--- config.mk ---
export PLATFORM = sky130hd
export DESIGN_NAME = amt_engine
export DESIGN_NICKNAME = d
export VERILOG_FILES = /design/src/rtl/amt_pkg.sv /design/src/rtl/amt_partner.sv /design/src/rtl/amt_engine.sv
export SDC_FILE = /design/constraint.sdc
export NUM_CORES = 1
export LEC_CHECK = 0
export ABC_AREA = 1
export CAP_MARGIN = 20
export CORE_ASPECT_RATIO = 1.4
export CORE_MARGIN = 4
export CORE_UTILIZATION = 32
export CTS_CLUSTER_SIZE = 40
export DETAILED_ROUTE_END_ITERATION = 7
export MAX_ROUTING_LAYER = met4
export PLACE_DENSITY_LB_ADDON = 0.12
export SLEW_MARGIN = 25
export SYNTH_ARGS = -nofsm -noshare
export SYNTH_HDL_FRONTEND = slang
export SYNTH_SLANG_ARGS = --single-unit
--- constraint.sdc ---
create_clock -name clk -period 4.8 [get_ports clk]
set_input_delay 0.48 -clock clk [delete_from_list [all_inputs] [get_ports clk]]
set_output_delay 0.48 -clock clk [all_outputs]
set_load 0.005 [all_outputs]
--- src/rtl/amt_pkg.sv ---
package amt_pkg;

  // Per-run engine sequencing
  typedef enum logic [2:0] {
    ENG_IDLE,
    ENG_CHK,
    ENG_RD1,
    ENG_CAP1,
    ENG_WR,
    ENG_RD2,
    ENG_CAP2
  } eng_state_e;

  // Two-run wrapper sequencing
  typedef enum logic [1:0] {
    SEQ_IDLE,
    SEQ_RUN0,
    SEQ_RUN1
  } seq_state_e;

endpackage

--- src/rtl/amt_partner.sv ---
// Forms the partner address and decides whether it lies inside the region.
module amt_partner #(
  parameter int AW = 16
) (
  input  logic [AW-1:0] test_addr,
  input  logic [AW-1:0] mask,
  input  logic [AW-1:0] base,
  input  logic [AW:0]   size,
  output logic [AW-1:0] partner,
  output logic          in_range
);

  logic [AW:0] lim;
  logic [AW:0] part_x;

  always_comb begin
    partner  = test_addr ^ mask;
    part_x   = {1'b0, partner};
    lim      = {1'b0, base} + size;
    in_range = (part_x >= {1'b0, base}) && (part_x < lim);
  end

endmodule

--- src/rtl/amt_engine.sv ---
// One run: walks the flip mask and probes every in-range partner.
module amt_engine
  import amt_pkg::*;
#(
  parameter int AW = 16,
  parameter int DW = 64
) (
  input  logic          clk,
  input  logic          rst_n,
  input  logic          start,
  input  logic [AW-1:0] test_addr,
  input  logic [AW-1:0] base,
  input  logic [AW:0]   size,
  output logic          mem_req,
  output logic          mem_we,
  output logic [AW-1:0] mem_addr,
  output logic [DW-1:0] mem_wdata,
  input  logic [DW-1:0] mem_rdata,
  output logic          done,
  output logic          fail,
  output logic [AW-1:0] fail_test,
  output logic [AW-1:0] fail_partner,
  output logic [AW-1:0] fail_mask
);

  localparam int            WB    = DW / 8;
  localparam logic [AW-1:0] MASK0 = AW'(WB);

  eng_state_e    st_q, st_d;
  logic [AW-1:0] mask_q, mask_d;
  logic [AW-1:0] ta_q, base_q;
  logic [AW:0]   size_q;
  logic [DW-1:0] val_q;
  logic          done_q, done_d;
  logic          fail_q, fail_d;
  logic [AW-1:0] ft_q, fp_q, fm_q;

  logic          cfg_en, mask_en, val_en, rec_en;
  logic [AW-1:0] partner;
  logic          in_range;
  logic          hit;

  amt_partner #(.AW(AW)) u_part (
    .test_addr (ta_q),
    .mask      (mask_q),
    .base      (base_q),
    .size      (size_q),
    .partner   (partner),
    .in_range  (in_range)
  );

  assign hit = (mem_rdata == ~val_q);

  // next state
  always_comb begin
    st_d    = st_q;
    mask_d  = mask_q;
    done_d  = 1'b0;
    fail_d  = fail_q;
    cfg_en  = 1'b0;
    mask_en = 1'b0;
    val_en  = 1'b0;
    rec_en  = 1'b0;
    unique case (st_q)
      ENG_IDLE: begin
        if (start) begin
          cfg_en  = 1'b1;
          mask_en = 1'b1;
          mask_d  = MASK0;
          fail_d  = 1'b0;
          st_d    = ENG_CHK;
        end
      end
      ENG_CHK: begin
        if (mask_q == '0) begin
          done_d = 1'b1;
          st_d   = ENG_IDLE;
        end else if (in_range) begin
          st_d = ENG_RD1;
        end else begin
          mask_en = 1'b1;
          mask_d  = mask_q << 1;
        end
      end
      ENG_RD1:  st_d = ENG_CAP1;
      ENG_CAP1: begin
        val_en = 1'b1;
        st_d   = ENG_WR;
      end
      ENG_WR:   st_d = ENG_RD2;
      ENG_RD2:  st_d = ENG_CAP2;
      ENG_CAP2: begin
        if (hit && !fail_q) begin
          fail_d = 1'b1;
          rec_en = 1'b1;
        end
        mask_en = 1'b1;
        mask_d  = mask_q << 1;
        st_d    = ENG_CHK;
      end
      default:  st_d = ENG_IDLE;
    endcase
  end

  // registers
  always_ff @(posedge clk or negedge rst_n) begin
    if (!rst_n) begin
      st_q   <= ENG_IDLE;
      mask_q <= '0;
      ta_q   <= '0;
      base_q <= '0;
      size_q <= '0;
      val_q  <= '0;
      done_q <= 1'b0;
      fail_q <= 1'b0;
      ft_q   <= '0;
      fp_q   <= '0;
      fm_q   <= '0;
    end else begin
      st_q   <= st_d;
      done_q <= done_d;
      fail_q <= fail_d;
      if (mask_en) mask_q <= mask_d;
      if (cfg_en) begin
        ta_q   <= test_addr;
        base_q <= base;
        size_q <= size;
      end
      if (val_en) val_q <= mem_rdata;
      if (rec_en) begin
        ft_q <= ta_q;
        fp_q <= partner;
        fm_q <= mask_q;
      end
    end
  end

  // memory port
  always_comb begin
    mem_req   = 1'b0;
    mem_we    = 1'b0;
    mem_addr  = partner;
    mem_wdata = ~val_q;
    unique case (st_q)
      ENG_RD1, ENG_RD2: mem_req = 1'b1;
      ENG_WR: begin
        mem_req  = 1'b1;
        mem_we   = 1'b1;
        mem_addr = ta_q;
      end
      default: ;
    endcase
  end

  assign done         = done_q;
  assign fail         = fail_q;
  assign fail_test    = ft_q;
  assign fail_partner = fp_q;
  assign fail_mask    = fm_q;

endmodule

* Yosys cells after proc, flatten, opt, wreduce, memory -nomap -nowiden
Cells that the tools add are included.
Storage, ports and cells: register bits 182, bits of input ports 116, output and inout bits 132, word-level logic and storage cells 63
Operators by class: $add $sub $neg 1, $lt $le $gt $ge 2, equality and inequality tests 12, multiplexer cells 24, bitwise gates (word level) 2, reduce and logical (&&, ||, !) cells 11
Operators by type and width (count):
- $eq 64x64->1 | 1
- $mux 16 | 4
- $not 64->64 | 1
- $pmux 16 s3 | 1
- $pmux 3 s7 | 1
- $add 16x17->17 | 1
- $lt 16x17->1 | 1
- $ge 16x16->1 | 1
- $logic_not 16->1 | 1
- $xor 16x16->16 | 1
- $mux 1 | 13
- $eq 3x3->1 const B | 3
- $mux 3 | 3
- $ne 2x2->1 const B | 4
- $eq 3x2->1 const B | 2
- $reduce_and 5->1 | 1
- $eq 3x1->1 const B | 1
- $logic_not 3->1 | 1
- $ne 3x3->1 const B | 1
- $pmux 1 s3 | 1
- $reduce_and 3->1 | 1
- $reduce_bool 3->1 | 1
- $reduce_or 3->1 | 1
- $logic_and 1x1->1 | 2
- 4 further kinds | 4

* Longest topological paths before layout
Gate-level depths: netlist (run 1).
depth after elaboration 7, depth in mapped cells 24, depth with buffers taken out 23

* Cells and area by module
Synthesis (run 1) repeated with hierarchy kept, for this count alone.
Unflattened totals: cell total of the unflattened synthesis 1392, area total of the unflattened synthesis 10535.1 µm²
Modules (own cells, without submodules):
- amt_engine | times used 1, cells an instance 1139, area an instance 8826.0 µm², sequential area each 4404.2 µm²
- amt_partner | times used 1, cells an instance 253, area an instance 1709.1 µm², sequential area each 0.0 µm²

* Worst setup path before layout (run 1)
OpenSTA, ideal clock, no wires.
kind reg-to-reg, start register base_q[2], end register mask_q[12], setup time 0.117 ns, data arrival time 2.885 ns, required time 4.683 ns, slack 1.798 ns, stages on the path, launching flop included 23, buffers on the path 1, clock period less this slack 3.002 ns, cells stage by stage dfrtp_1 > ha_1 > a21oi_1 > nand2_1 > a21oi_1 > o21ai_2 > a21boi_0 > o21ai_1 > xor2_1 > ha_1 > nand2_1 > o21a_1 > nand2_1 > nand2_1 > nand2_1 > nand2_1 > nand2_1 > nand2_2 > nand3_4 > nand2_4 > buf_6 > nand2_1 > nand2_1
Between the ends: word-level cells in the longest chain between the ends 7, elaborated cells on any way between the ends 9, classes of those cells add/sub (1); order compare (2); eq/ne (1); mux (3); reduce/logical (2)
Ends and longest elaborated chain:
- from (decl) | RTL line amt_engine.sv:31 | logic [AW-1:0] ta_q, base_q;
- from (signal assigned) | RTL line amt_engine.sv:126 | base_q <= base;
- $add 16x17->17 | RTL line amt_partner.sv:19 | lim = {1'b0, base} + size;
- $lt 16x17->1 | RTL line amt_partner.sv:20 | in_range = (part_x >= {1'b0, base}) && (part_x < lim);
- $logic_and 1x1->1 * | RTL line amt_partner.sv:20
- $mux 1 | RTL line amt_engine.sv:78 | end else if (in_range) begin
- $mux 1 | RTL line amt_engine.sv:75 | if (mask_q == '0) begin
- $pmux 1 s3 | RTL line amt_engine.sv:64 | unique case (st_q)
- $reduce_and 5->1 (no line) *
- to (signal assigned) | RTL line amt_engine.sv:123 | if (mask_en) mask_q <= mask_d;
- to (decl) | RTL line amt_engine.sv:30 | logic [AW-1:0] mask_q, mask_d;
Mark *: on every way between the ends. The rest lies on a longest branch, timed or not. A chain may end at the register's enable or synchronous reset.

* Worst setup path in the final report (run 1)
Ends and elaborated chain as after synthesis.

==> tab_implementation.tex, run 1 <==
\begin{tabular}{lr}
\hline
Metric & Value \\
\hline
\multicolumn{2}{l}{\textbf{Timing}} \\
Part of the cycle the worst path needs & 0.6890 \\
Top achievable clock speed & 0.3024 GHz \\
Number of endpoints failing setup at the final stage & 0 \\
Slew of the pin with the lowest slew margin & 0.9178 ns \\
WHS & 0.1172 ns \\
Unrepaired setup endpoints after global routing & false \\
Final count of hold timing violations & 0 \\
Final number of max-transition violations & 0 \\
Worst max-slew margin expressed relative to the limit & 0.3881 \\
Largest clock skew in the final design & 0.01360 ns \\
Final setup TNS & 0 ns \\
Shortest period the worst path allows & 3.307 ns \\
\multicolumn{2}{l}{\textbf{Yosys}} \\
Cell types occupying the most area after synthesis & sky130\_fd\_sc\_hd\_\_dfrtp\_1 46\%, sky130\_fd\_sc\_hd\_\_nand2\_1 12\%, sky130\_fd\_sc\_hd\_\_inv\_1 7.2\%, sky130\_fd\_sc\_hd\_\_ha\_1 6.3\%, sky130\_fd\_sc\_hd\_\_o21ai\_0 4.9\% \\
Async set or reset register ratio after synthesis & 1.000 \\
Number of distinct library cells after synthesis & 44 \\
FF+latch count, synth & 173 \\
Mapped Area & 9383 um2 \\
Synthesized area divided by synthesized cell count & 8.061 um2 \\
EDFF count, synth & 0 \\
Top FF cell, synth & sky130\_fd\_sc\_hd\_\_dfrtp\_1 \\
Cell type with the largest total area after synthesis & sky130\_fd\_sc\_hd\_\_dfrtp\_1 \\
Yosys warnings & 0 \\
Count of mapped cells out of synthesis & 1164 \\
Area fraction of the dominant cell type after synthesis & 0.4614 \\
Part of the Yosys area used for sequential elements & 0.4614 \\
\multicolumn{2}{l}{\textbf{Clock tree}} \\
TritonCTS clock tree & yes \\
Number of clock sinks & 173 \\
Post-CTS Resized & 0 \\
Number of buffers inserted during clock tree synthesis & 17 \\
Clock slew at reported path FFs & 0.07 ns \\
H-tree levels & 4 \\
Worst-skew pair later-pin latency & 0.45 ns \\
CTS Buffer Depth & 2 \\
Root buffer selected by CTS & sky130\_fd\_sc\_hd\_\_clkbuf\_16 \\
Post-CTS Hold Fix Bufs & 0 \\
Total setup buffers inserted after CTS & 0 \\
\multicolumn{2}{l}{\textbf{Power}} \\
VDD IR max & 0.2669 mV \\
PD cells & 625.2 nW/um2 \\
Power after layout & 0.007963 W \\
P\_leak & 6.137 nW \\
\multicolumn{2}{l}{\textbf{Global route}} \\
First-pass GRT wire length & 45.02 mm \\
Largest net degree at the start of global routing & 94 \\
Via count of the first global-routing pass & 8406 \\
GRT Total Usage & 0.1823 \\
Initial antenna violation count & 0 \\
Grt total ovfl & 0 \\
\multicolumn{2}{l}{\textbf{Cells and area}} \\
Area growth from synthesis to layout & 35.75\% \\
Final core utilization & 0.4441 \\
Post-layout nets & 1551 \\
Fraction of final layout cells sized beyond drive strength 1 & 0.05071 \\
ANT cells & 0 \\
\multicolumn{2}{l}{\textbf{Route}} \\
Drt initial violations & 314 \\
DR vias & 8140 \\
DRC viols & 0 \\
Detailed-route wire length per cell & 15.81 um \\
Overall routed net length & 28.07 mm \\
Detailed-routing iteration count for the pre-antenna-repair pass & 5 \\
Post-detailed-route count of antenna-violating nets & 0 \\
Per-cell via count in the routed design & 4.586 \\
\multicolumn{2}{l}{\textbf{Critical path}} \\
Crit path max fanout & 13 \\
Required @ worst endpoint & 5.13 ns \\
Kind of end point of the critical path & flop \\
Launching instance or port of the critical path & base\_q[2] \\
Startpoint of the worst-slack reg-to-reg timing path & base\_q[2] \\
Endpoint arrival time on the critical path & 3.64 ns \\
Startpoint class of the critical path & flop \\
Setup CP Type & flop to flop \\
\multicolumn{2}{l}{\textbf{Placed design}} \\
Buffers on Ports & 244 \\
Final RePlAce weighted congestion & 0.8312 \\
Placed wire-length estimate after detailed placement & 21.75 mm \\
\multicolumn{2}{l}{\textbf{Die}} \\
Initial cell density of the core & 0.3272 \\
Number of placement rows & 73 \\
Total core area & 28680 um2 \\
DIE WIDTH & 152.7 um \\
Overall die area & 32160 um2 \\
Vertical die dimension & 210.6 um \\
Boundary Pins & 248 \\
\multicolumn{2}{l}{\textbf{Run status}} \\
Outcome & completed \\
\multicolumn{2}{l}{\textbf{Worst hold path}} \\
Kind of path behind the tightest hold check & input pin to async pin \\
\multicolumn{2}{l}{\textbf{Job}} \\
Number of violations of the max-capacitance limit & 0 \\
\hline
\end{tabular}
[layout by cell type (no fill, tap or decap), types with 4 or more instances in the layout]
master,netlist,routed
sky130_fd_sc_hd__nand3_1,30,29
sky130_fd_sc_hd__clkbuf_16,0,17
sky130_fd_sc_hd__buf_4,10,4
sky130_fd_sc_hd__o22ai_1,10,10
sky130_fd_sc_hd__a22oi_1,7,7
sky130_fd_sc_hd__o2111ai_1,4,4
sky130_fd_sc_hd__inv_2,5,5
sky130_fd_sc_hd__nand2_1,296,296
sky130_fd_sc_hd__clkdlybuf4s50_1,0,243
sky130_fd_sc_hd__o21ai_1,29,29
sky130_fd_sc_hd__o21ai_2,14,14
sky130_fd_sc_hd__a21oi_1,61,61
sky130_fd_sc_hd__a221oi_1,8,8
sky130_fd_sc_hd__clkinv_8,0,6
sky130_fd_sc_hd__xor2_1,18,18
sky130_fd_sc_hd__xnor2_1,24,24
sky130_fd_sc_hd__nand4_1,10,10
sky130_fd_sc_hd__o21ai_0,92,92
sky130_fd_sc_hd__inv_1,181,181
sky130_fd_sc_hd__nor2_1,75,75
sky130_fd_sc_hd__a21o_1,4,4
sky130_fd_sc_hd__dfrtp_1,173,173
sky130_fd_sc_hd__ha_1,47,47
[where the power goes]
group | total [W] | switching (W) | internal [W] | leakage (nW)
Clock | 0.00141 | 0.000705 | 0.000701 | 0.285
Combinational | 0.00422 | 0.00232 | 0.00190 | 3.67
Sequential | 0.00234 | 0.000384 | 0.00196 | 2.18
[path summary, 6_finish.rpt]
path,to,slack (ns),cells after the start
max,mask_q[12],1.49,21
min,ta_q[6],0.12,1
max reg2reg,mask_q[12],1.49,21
min reg2reg,val_q[36],0.49,2
max in group asynchronous,val_q[12],3.52,2
min in group clk,val_q[36],0.49,2
[cells in the mapped netlist, drive strengths merged, types with 7 or more instances]
library cell  instances
nand2               299
inv                 186
dfrtp               173
o21ai               135
nor2                 76
a21oi                61
ha                   47
nand3                34
clkbuf               29
xnor2                24
buf                  19
xor2                 18
nand4                10
o22ai                10
a221oi                9
a22oi                 7
[logic make-up after synthesis]
logic type	share of synthesized area
AND/OR/NAND/NOR	0.1850
AO/OA/AOI/OAI	0.1458
buffers and inverters	0.1035
flip-flops	0.4614
adder cells (fa/ha/maj)	0.06481
XOR/XNOR	0.03920
other	0.0003997
[per-stage QoR]
| step | instance area, um2 | instances | setup slack, ns |
|---|---|---|---|
| CTS | 12700 | 1774 | 1.314 |
| detailed placement | 12100 | 1742 | 1.405 |
| global placement | 12100 | 1742 | 1.471 |
| finish | 12740 | 1775 | 1.493 |
| floorplan | 9390 | 1166 | 1.798 |
| global route | 12740 | 1775 | 1.144 |
[sequential cells by signal, indices dropped and copies added (netlist names), 3 cells and up]
register	count
base_q	16
fail_mask	13
fail_partner	13
fail_test	16
mask_q	13
size_q	17
st_q	3
ta_q	16
val_q	64
[metal layers]
metal	track usage	part of all wire	up-vias
met5	-	0	-
met4	0.04980	0.020	0
met3	0.05176	0.060	30
met2	0.3261	0.52	226
met1	0.1988	0.40	3736
li1	-	-	4148
[final cells by class]
type	count	area [um2]
Clock buffer	17	425.4
Clock inverter	15	178.9
Fill cell	2951	15940
Inverter	186	698.2
Multi-Input combinational cell	759	4115
Sequential cell	173	4329
Tap cell	375	469.2
Timing Repair Buffer	250	2521
[critical path: stages, from the launching register on]
cell and delay [ns]:
sky130_fd_sc_hd__dfrtp_1 0.39, sky130_fd_sc_hd__ha_1 0.35, sky130_fd_sc_hd__a21oi_1 0.15, sky130_fd_sc_hd__nand2_1 0.10, sky130_fd_sc_hd__a21oi_1 0.23, sky130_fd_sc_hd__o21ai_2 0.11
sky130_fd_sc_hd__a21boi_0 0.30, sky130_fd_sc_hd__o21ai_1 0.14, sky130_fd_sc_hd__xor2_1 0.17, sky130_fd_sc_hd__ha_1 0.28, sky130_fd_sc_hd__nand2_1 0.06, sky130_fd_sc_hd__o21a_1 0.18
sky130_fd_sc_hd__nand2_1 0.05, sky130_fd_sc_hd__nand2_1 0.04, sky130_fd_sc_hd__nand2_1 0.05, sky130_fd_sc_hd__nand2_1 0.04, sky130_fd_sc_hd__nand2_1 0.06, sky130_fd_sc_hd__nand2_2 0.08
sky130_fd_sc_hd__nand3_4 0.15, sky130_fd_sc_hd__nand2_4 0.13, sky130_fd_sc_hd__nand2_1 0.09, sky130_fd_sc_hd__nand2_1 0.05
(Power assumes the default switching activity.)
==> inputs of run 2 (changes only) <==
clock period = 3 ns   (was 4.8 ns; I/O delays follow)
==> tab_implementation.tex, run 2 (synthesized netlist as in run 1, its figures left out) <==
\begin{tabular}{lr}
\hline
Metric & Value \\
\hline
\multicolumn{2}{l}{\textbf{Run status}} \\
Outcome & finished with violations \\
Violated checks & negative setup slack \\
\multicolumn{2}{l}{\textbf{Timing}} \\
Slew of the pin with the lowest slew margin & 0.7224 ns (-0.1954 ns) \\
Number of endpoints failing setup at the final stage & 13 (+13) \\
Final setup TNS & -0.5192 ns (-0.5192 ns) \\
Largest clock skew in the final design & 0.01540 ns (+0.001795 ns) \\
WHS & 0.4010 ns (+0.2838 ns) \\
Final count of hold timing violations & 0 (unchanged) \\
Unrepaired setup endpoints after global routing & true \\
Part of the cycle the worst path needs & 1.021 (+0.3322) \\
PnR worst setup slack & -0.06385 ns (-1.556 ns) \\
Worst max-slew margin expressed relative to the limit & 0.5184 (+0.1303) \\
Final number of max-transition violations & 0 (unchanged) \\
Top achievable clock speed & 0.3264 GHz (+7.9\%) \\
Shortest period the worst path allows & 3.064 ns (-0.2436 ns) \\
\multicolumn{2}{l}{\textbf{Power}} \\
Comb pwr share & 0.550 (+0.021) \\
Clk pwr share & 0.171 (-0.006) \\
VDD IR max & 0.4542 mV (+70\%) \\
Cell internal power dissipation & 0.007749 W (+70\%) \\
P\_leak & 6.288 nW (+2.5\%) \\
Net Switching & 0.005623 W (+65\%) \\
PD cells & 1026 nW/um2 (+64\%) \\
Power after layout & 0.01337 W (+68\%) \\
Switching share of power & 0.4205 (-0.007338) \\
Reg power frac & 0.280 (-0.014) \\
\multicolumn{2}{l}{\textbf{Critical path}} \\
Endpoint arrival time on the critical path & 3.39 ns (-0.25 ns) \\
Setup CP Type & flop to flop \\
Kind of end point of the critical path & flop \\
Worst path slowest cell & sky130\_fd\_sc\_hd\_\_dfrtp\_1 \\
Flop-to-flop setup slack & -0.06 ns (-1.56 ns) \\
Family with the most delay on the worst path & simple AND/OR/NAND/NOR gates \\
Required @ worst endpoint & 3.32 ns (-1.81 ns) \\
Most common cell on crit path & sky130\_fd\_sc\_hd\_\_nand2\_1 \\
Startpoint class of the critical path & flop \\
Delay of the slowest cell on the worst path & 0.39 ns (about the same) \\
Worst path bufs/invs & 1 (+1) \\
Worst path cell trace & ha\_2, fa\_2, nand3\_2, nand3\_2, nand4\_1, nand2\_2, nand4\_1, nand2\_1, xor2\_1, ha\_1, a21oi\_2, o21a\_1, nand2\_1, nand2\_1, nand2\_1, nand2\_1, nand2\_1, nand2\_2, nand3\_4, buf\_12, nand3\_1, nand2\_1 \\
Crit path max fanout & 8 (-5) \\
\multicolumn{2}{l}{\textbf{Placed design}} \\
Setup slack at placement & -0.1407 ns (-1.545 ns) \\
Buffers on Ports & 244 (unchanged) \\
Number of instances in the placed design & 1760 (+1.0\%) \\
Final RePlAce weighted congestion & 0.8097 (-2.6\%) \\
Placed wire-length estimate after detailed placement & 21.97 mm (+1.0\%) \\
\multicolumn{2}{l}{\textbf{Cells and area}} \\
Regs by FF count & val\_q (64), size\_q (17) \\
Fraction of final layout cells sized beyond drive strength 1 & 0.07789 (+0.02718) \\
Post-layout nets & 1576 (+1.6\%) \\
Most common library cell in the layout ignoring fill and taps & sky130\_fd\_sc\_hd\_\_nand2\_1 \\
Area taken by multi-input logic gates & 4178 um2 (+1.5\%) \\
Area growth from synthesis to layout & 38.85\% \\
Largest register FFs & 64 (unchanged) \\
Register cell area after layout & 4329 um2 (unchanged) \\
Final-layout fill cell count & 2897 (-1.8\%) \\
Number of standard cells in the layout, taps in and fillers out & 1801 (+1.5\%) \\
Biggest register & val\_q \\
Most frequent cells in the layout & 291 x sky130\_fd\_sc\_hd\_\_nand2\_1, 243 x sky130\_fd\_sc\_hd\_\_clkdlybuf4s50\_1, 181 x sky130\_fd\_sc\_hd\_\_inv\_1, 173 x sky130\_fd\_sc\_hd\_\_dfrtp\_1, 91 x sky130\_fd\_sc\_hd\_\_o21ai\_0 \\
\multicolumn{2}{l}{\textbf{Global route}} \\
GRT Total Usage & 0.1809 (-0.001423) \\
Initial antenna violation count & 1 (+1) \\
Grt total ovfl & 0 (unchanged) \\
Largest net degree at the start of global routing & 86 (-8.5\%) \\
First-pass GRT wire length & 44.87 mm (-0.32\%) \\
Via count of the first global-routing pass & 8534 (+1.5\%) \\
\multicolumn{2}{l}{\textbf{Clock tree}} \\
Clock slew at reported path FFs & 0.08 ns (about the same) \\
H-tree levels & 4 (unchanged) \\
CTS Buffer Depth & 2 (unchanged) \\
Number of buffers inserted during clock tree synthesis & 17 (unchanged) \\
TritonCTS clock tree & yes \\
Number of clock sinks & 173 (unchanged) \\
Worst-skew pair later-pin latency & 0.44 ns (about the same) \\
Root buffer selected by CTS & sky130\_fd\_sc\_hd\_\_clkbuf\_16 \\
\multicolumn{2}{l}{\textbf{Route}} \\
DRC viols & 0 (unchanged) \\
Detailed-routing iteration count for the pre-antenna-repair pass & 4 (-1) \\
Overall routed net length & 28.27 mm (+0.73\%) \\
Per-cell via count in the routed design & 4.565 (-0.46\%) \\
Drt initial violations & 284 (-9.6\%) \\
Post-detailed-route count of antenna-violating nets & 0 (unchanged) \\
Detailed-route wire length per cell & 15.70 um (-0.73\%) \\
DR vias & 8221 (+1.0\%) \\
\multicolumn{2}{l}{\textbf{Die}} \\
Initial cell density of the core & 0.3272 (unchanged) \\
Total core area & 28680 um2 (unchanged) \\
Overall die area & 32160 um2 (unchanged) \\
Boundary Pins & 248 (unchanged) \\
Vertical die dimension & 210.6 um (unchanged) \\
Number of placement rows & 73 (unchanged) \\
DIE WIDTH & 152.7 um (unchanged) \\
\multicolumn{2}{l}{\textbf{Worst hold path}} \\
Kind of path behind the tightest hold check & input pin to flop \\
\multicolumn{2}{l}{\textbf{Job}} \\
Number of violations of the max-capacitance limit & 0 (unchanged) \\
\hline
\end{tabular}
run 2: tightest hold or removal path, cell delays in order:
cell                              delay (ns)
sky130_fd_sc_hd__clkdlybuf4s50_1        0.39
sky130_fd_sc_hd__nand2_1                0.06
sky130_fd_sc_hd__nand2_1                0.04
run 2: area by class of cell:
type / instances / area share
Multi-Input combinational cell: 759 / 0.3207
Tap cell: 375 / 0.03602
Sequential cell: 173 / 0.3323
Inverter: 186 / 0.05359
Timing Repair Buffer: 275 / 0.2114
Antenna cell: 1 / 0.0001921
Clock inverter: 15 / 0.01316
Clock buffer: 17 / 0.03265
run 2: power by group through the flow:
stage | logic [W] | clock network, W | registers [W]
4_1_cts | 0.00737 | 0.00236 | 0.00374
6_report | 0.00735 | 0.00228 | 0.00374
3_3_place_gp | 0.00708 | 0 | 0.00376
5_1_grt | 0.00837 | 0.00246 | 0.00385
3_5_place_dp | 0.00717 | 0 | 0.00378
2_1_floorplan | 0.00432 | 0 | 0.00361
run 2: stage by stage:
step / util / area [um2]
2_1_floorplan: - / 9390
3_3_place_gp: 0.4288 / 12300
3_5_place_dp: 0.4288 / 12300
4_1_cts: 0.4527 / 12980
5_1_grt: 0.4542 / 13030
6_report: 0.4542 / 13030
run 2: layer usage:
metal | vias to the layer above | wire (um) | track usage
met5 | - | 0 | -
met3 | 37 | 1748 | 0.05196
met2 | 224 | 14840 | 0.3250
met4 | 0 | 630 | 0.05441
li1 | 4207 | - | -
met1 | 3753 | 11050 | 0.1934
run 2: path summary, 6_finish.rpt:
path / start / endpoint / depth (start not counted)
setup reg to reg: base_q[0] / mask_q[13] / 22
hold / removal: size[8] / size_q[8] / 3
min in group asynchronous: rst_n / ta_q[6] / 2
setup / recovery: base_q[0] / mask_q[13] / 22
max in group asynchronous: rst_n / val_q[40] / 3
hold reg to reg: size_q[15] / size_q[15] / 2
run 2: repair_timing:
action / in CTS / in global routing
hold endpoints to repair: 74 / 0
resized for setup: 10 / 8
hold buffers: 1 / 0
pin swaps: 9 / 3
buffers inserted: 5 / 2
setup endpoints to repair: 13 / 15
==> inputs of run 3 (changes only) <==
RECOVER_POWER = 100   (was not set)
==> tab_implementation.tex, run 3 (synthesized netlist as in run 1, its figures left out) <==
\begin{tabular}{lr}
\hline
Metric & Value \\
\hline
\multicolumn{2}{l}{\textbf{Run status}} \\
Outcome & finished with violations \\
Violated checks & max-capacitance violations, max-slew violations, negative setup slack \\
\multicolumn{2}{l}{\textbf{Global route}} \\
First-pass GRT wire length & 44.87 mm (unchanged) \\
Initial antenna violation count & 1 (unchanged) \\
Grt total ovfl & 0 (unchanged) \\
Via count of the first global-routing pass & 8534 (unchanged) \\
GRT Total Usage & 0.1809 (unchanged) \\
Largest net degree at the start of global routing & 86 (unchanged) \\
\multicolumn{2}{l}{\textbf{Critical path}} \\
Kind of end point of the critical path & flop \\
Endpoint arrival time on the critical path & 3.39 ns (about the same) \\
Worst path cell trace & ha\_2, fa\_2, nand3\_2, nand3\_2, nand4\_1, nand2\_2, nand4\_1, nand2\_1, xor2\_1, ha\_1, a21oi\_2, o21a\_1, nand2\_1, nand2\_1, nand2\_1, nand2\_1, nand2\_1, nand2\_2, nand3\_4, buf\_12, nand3\_1, nand2\_1 \\
Crit path max fanout & 8 (unchanged) \\
Worst path slowest cell & sky130\_fd\_sc\_hd\_\_dfrtp\_1 \\
Family with the most delay on the worst path & simple AND/OR/NAND/NOR gates \\
Setup CP Type & flop to flop \\
Required @ worst endpoint & 3.32 ns (about the same) \\
Most common cell on crit path & sky130\_fd\_sc\_hd\_\_nand2\_1 \\
Delay of the slowest cell on the worst path & 0.39 ns (about the same) \\
Startpoint class of the critical path & flop \\
Worst path bufs/invs & 1 (unchanged) \\
\multicolumn{2}{l}{\textbf{Cells and area}} \\
Number of standard cells in the layout, taps in and fillers out & 1801 (unchanged) \\
Largest register FFs & 64 (unchanged) \\
Area growth from synthesis to layout & 37.54\% \\
Area taken by multi-input logic gates & 4120 um2 (-1.4\%) \\
Most common library cell in the layout ignoring fill and taps & sky130\_fd\_sc\_hd\_\_nand2\_1 \\
Post-layout nets & 1576 (unchanged) \\
Biggest register & val\_q \\
Fraction of final layout cells sized beyond drive strength 1 & 0.06667 (-0.01123) \\
Register cell area after layout & 4329 um2 (unchanged) \\
Regs by FF count & val\_q (64), size\_q (17) \\
Most frequent cells in the layout & 291 x sky130\_fd\_sc\_hd\_\_nand2\_1, 182 x sky130\_fd\_sc\_hd\_\_inv\_1, 173 x sky130\_fd\_sc\_hd\_\_dfrtp\_1, 128 x sky130\_fd\_sc\_hd\_\_clkdlybuf4s50\_1, 126 x sky130\_fd\_sc\_hd\_\_o21ai\_0 \\
Final-layout fill cell count & 2923 (+0.90\%) \\
Final core utilization & 0.4500 (-0.004275) \\
\multicolumn{2}{l}{\textbf{Placed design}} \\
Placed wire-length estimate after detailed placement & 21.97 mm (unchanged) \\
Final RePlAce weighted congestion & 0.8097 (unchanged) \\
Buffers on Ports & 244 (unchanged) \\
Number of instances in the placed design & 1760 (unchanged) \\
\multicolumn{2}{l}{\textbf{Timing}} \\
Worst max-slew margin expressed relative to the limit & -0.2392 (-0.7576) \\
Final count of hold timing violations & 0 (unchanged) \\
WHS & 0.4004 ns (-0.0006430 ns) \\
Part of the cycle the worst path needs & 1.022 (about the same) \\
Final setup TNS & -0.5352 ns (-0.01603 ns) \\
PnR worst setup slack & -0.06566 ns (-0.001813 ns) \\
Slew of the pin with the lowest slew margin & 1.859 ns (+1.136 ns) \\
Largest clock skew in the final design & 0.01685 ns (+0.001449 ns) \\
Number of endpoints failing setup at the final stage & 13 (unchanged) \\
Final number of max-transition violations & 129 (+129) \\
Unrepaired setup endpoints after global routing & true \\
Shortest period the worst path allows & 3.066 ns (+0.001813 ns) \\
Top achievable clock speed & 0.3262 GHz (about the same) \\
\multicolumn{2}{l}{\textbf{Clock tree}} \\
Number of clock sinks & 173 (unchanged) \\
TritonCTS clock tree & yes \\
Clock slew at reported path FFs & 0.08 ns (about the same) \\
H-tree levels & 4 (unchanged) \\
Worst-skew pair later-pin latency & 0.44 ns (about the same) \\
CTS Buffer Depth & 2 (unchanged) \\
Root buffer selected by CTS & sky130\_fd\_sc\_hd\_\_clkbuf\_16 \\
Number of buffers inserted during clock tree synthesis & 17 (unchanged) \\
\multicolumn{2}{l}{\textbf{Route}} \\
Detailed-route wire length per cell & 15.71 um (about the same) \\
Overall routed net length & 28.29 mm (about the same) \\
DR vias & 8229 (+0.097\%) \\
Per-cell via count in the routed design & 4.569 (about the same) \\
Drt initial violations & 316 (+11\%) \\
Post-detailed-route count of antenna-violating nets & 0 (unchanged) \\
Detailed-routing iteration count for the pre-antenna-repair pass & 5 (+1) \\
DRC viols & 0 (unchanged) \\
\multicolumn{2}{l}{\textbf{Die}} \\
Initial cell density of the core & 0.3272 (unchanged) \\
Overall die area & 32160 um2 (unchanged) \\
Number of placement rows & 73 (unchanged) \\
Vertical die dimension & 210.6 um (unchanged) \\
Total core area & 28680 um2 (unchanged) \\
DIE WIDTH & 152.7 um (unchanged) \\
Boundary Pins & 248 (unchanged) \\
\multicolumn{2}{l}{\textbf{Power}} \\
Power after layout & 0.01313 W (-1.8\%) \\
P\_leak & 6.435 nW (+2.3\%) \\
PD cells & 1017 nW/um2 (-0.90\%) \\
VDD IR max & 0.4512 mV (-0.68\%) \\
\multicolumn{2}{l}{\textbf{Job}} \\
Number of violations of the max-capacitance limit & 2 (+2) \\
\multicolumn{2}{l}{\textbf{Worst hold path}} \\
Kind of path behind the tightest hold check & input pin to flop \\
\hline
\end{tabular}
run 3: changes by cell type in the layout (fill, tap and decap cells not counted), sizes merged:
cell / previous run / this run
buf: 31 / 24
clkbuf: 17 / 24
clkdlybuf4s50: 243 / 128
clkinv: 3 / 4
dlygate4sd3: 1 / 116
inv: 194 / 193
run 3: path summary, 6_finish.rpt:
path                                from            end  slack [ns]  cells after the start
setup / recovery               base_q[0]     mask_q[13]       -0.07                     22
hold / removal                   size[8]      size_q[8]        0.40                      3
setup reg to reg               base_q[0]     mask_q[13]       -0.07                     22
hold reg to reg            fail_mask[15]  fail_mask[15]        0.48                      2
max in group asynchronous          rst_n      val_q[31]        0.33                      3
min in group asynchronous          rst_n        ta_q[6]        0.93                      2
run 3: worst register-to-register path: stages, from the launching register on:
cell,delay (ns)
sky130_fd_sc_hd__dfrtp_1,0.39
sky130_fd_sc_hd__ha_2,0.20
sky130_fd_sc_hd__fa_2,0.35
sky130_fd_sc_hd__nand3_2,0.07
sky130_fd_sc_hd__nand3_2,0.08
sky130_fd_sc_hd__nand4_1,0.09
sky130_fd_sc_hd__nand2_2,0.10
sky130_fd_sc_hd__nand4_1,0.12
sky130_fd_sc_hd__nand2_1,0.09
sky130_fd_sc_hd__xor2_1,0.15
sky130_fd_sc_hd__ha_1,0.30
sky130_fd_sc_hd__a21oi_2,0.13
sky130_fd_sc_hd__o21a_1,0.12
sky130_fd_sc_hd__nand2_1,0.05
sky130_fd_sc_hd__nand2_1,0.05
sky130_fd_sc_hd__nand2_1,0.04
sky130_fd_sc_hd__nand2_1,0.05
sky130_fd_sc_hd__nand2_1,0.06
sky130_fd_sc_hd__nand2_2,0.09
sky130_fd_sc_hd__nand3_4,0.14
sky130_fd_sc_hd__buf_12,0.18
sky130_fd_sc_hd__nand3_1,0.06
sky130_fd_sc_hd__nand2_1,0.06
run 3: cell type report:
| class | instances | share of cell area |
|---|---|---|
| antenna | 1 | 0.0001939 |
| clock buffer | 17 | 0.03296 |
| clock inverter | 15 | 0.01328 |
| inverter | 186 | 0.05410 |
| multi-input combinational | 759 | 0.3193 |
| sequential | 173 | 0.3355 |
| tap | 375 | 0.03636 |
| timing repair buffer | 275 | 0.2084 |
run 3: repair_timing:
item | in CTS | in global routing
buffers inserted | 5 | 2
resized for setup | 10 | 8
hold buffers | 1 | 0
hold endpoints to repair | 74 | 0
setup endpoints to repair | 13 | 15
pin swaps | 9 | 3
run 3: where the power goes:
part           leakage (nW)  switching [W]  total [W]  internal (W)
Sequential             2.18       0.000601    0.00373       0.00313
Combinational          3.97        0.00387    0.00711       0.00324
Clock                 0.283        0.00109    0.00228       0.00119
run 3: per-layer routing:
metal	share of wire	wire [um]	vias up	GRT usage
li1	-	-	4204	-
met1	0.39	11040	3776	0.1934
met2	0.52	14820	215	0.3250
met3	0.064	1818	34	0.05196
met4	0.022	615	0	0.05441
met5	0	0	-	-
run 3: per-stage QoR:
step / setup slack [ns] / area [um2]
finish: -0.06566 / 12900
global route: -0.3124 / 12900
CTS: -0.07559 / 12980
detailed placement: -0.1407 / 12300
global placement: -0.06848 / 12300
floorplan: 0.07818 / 9390
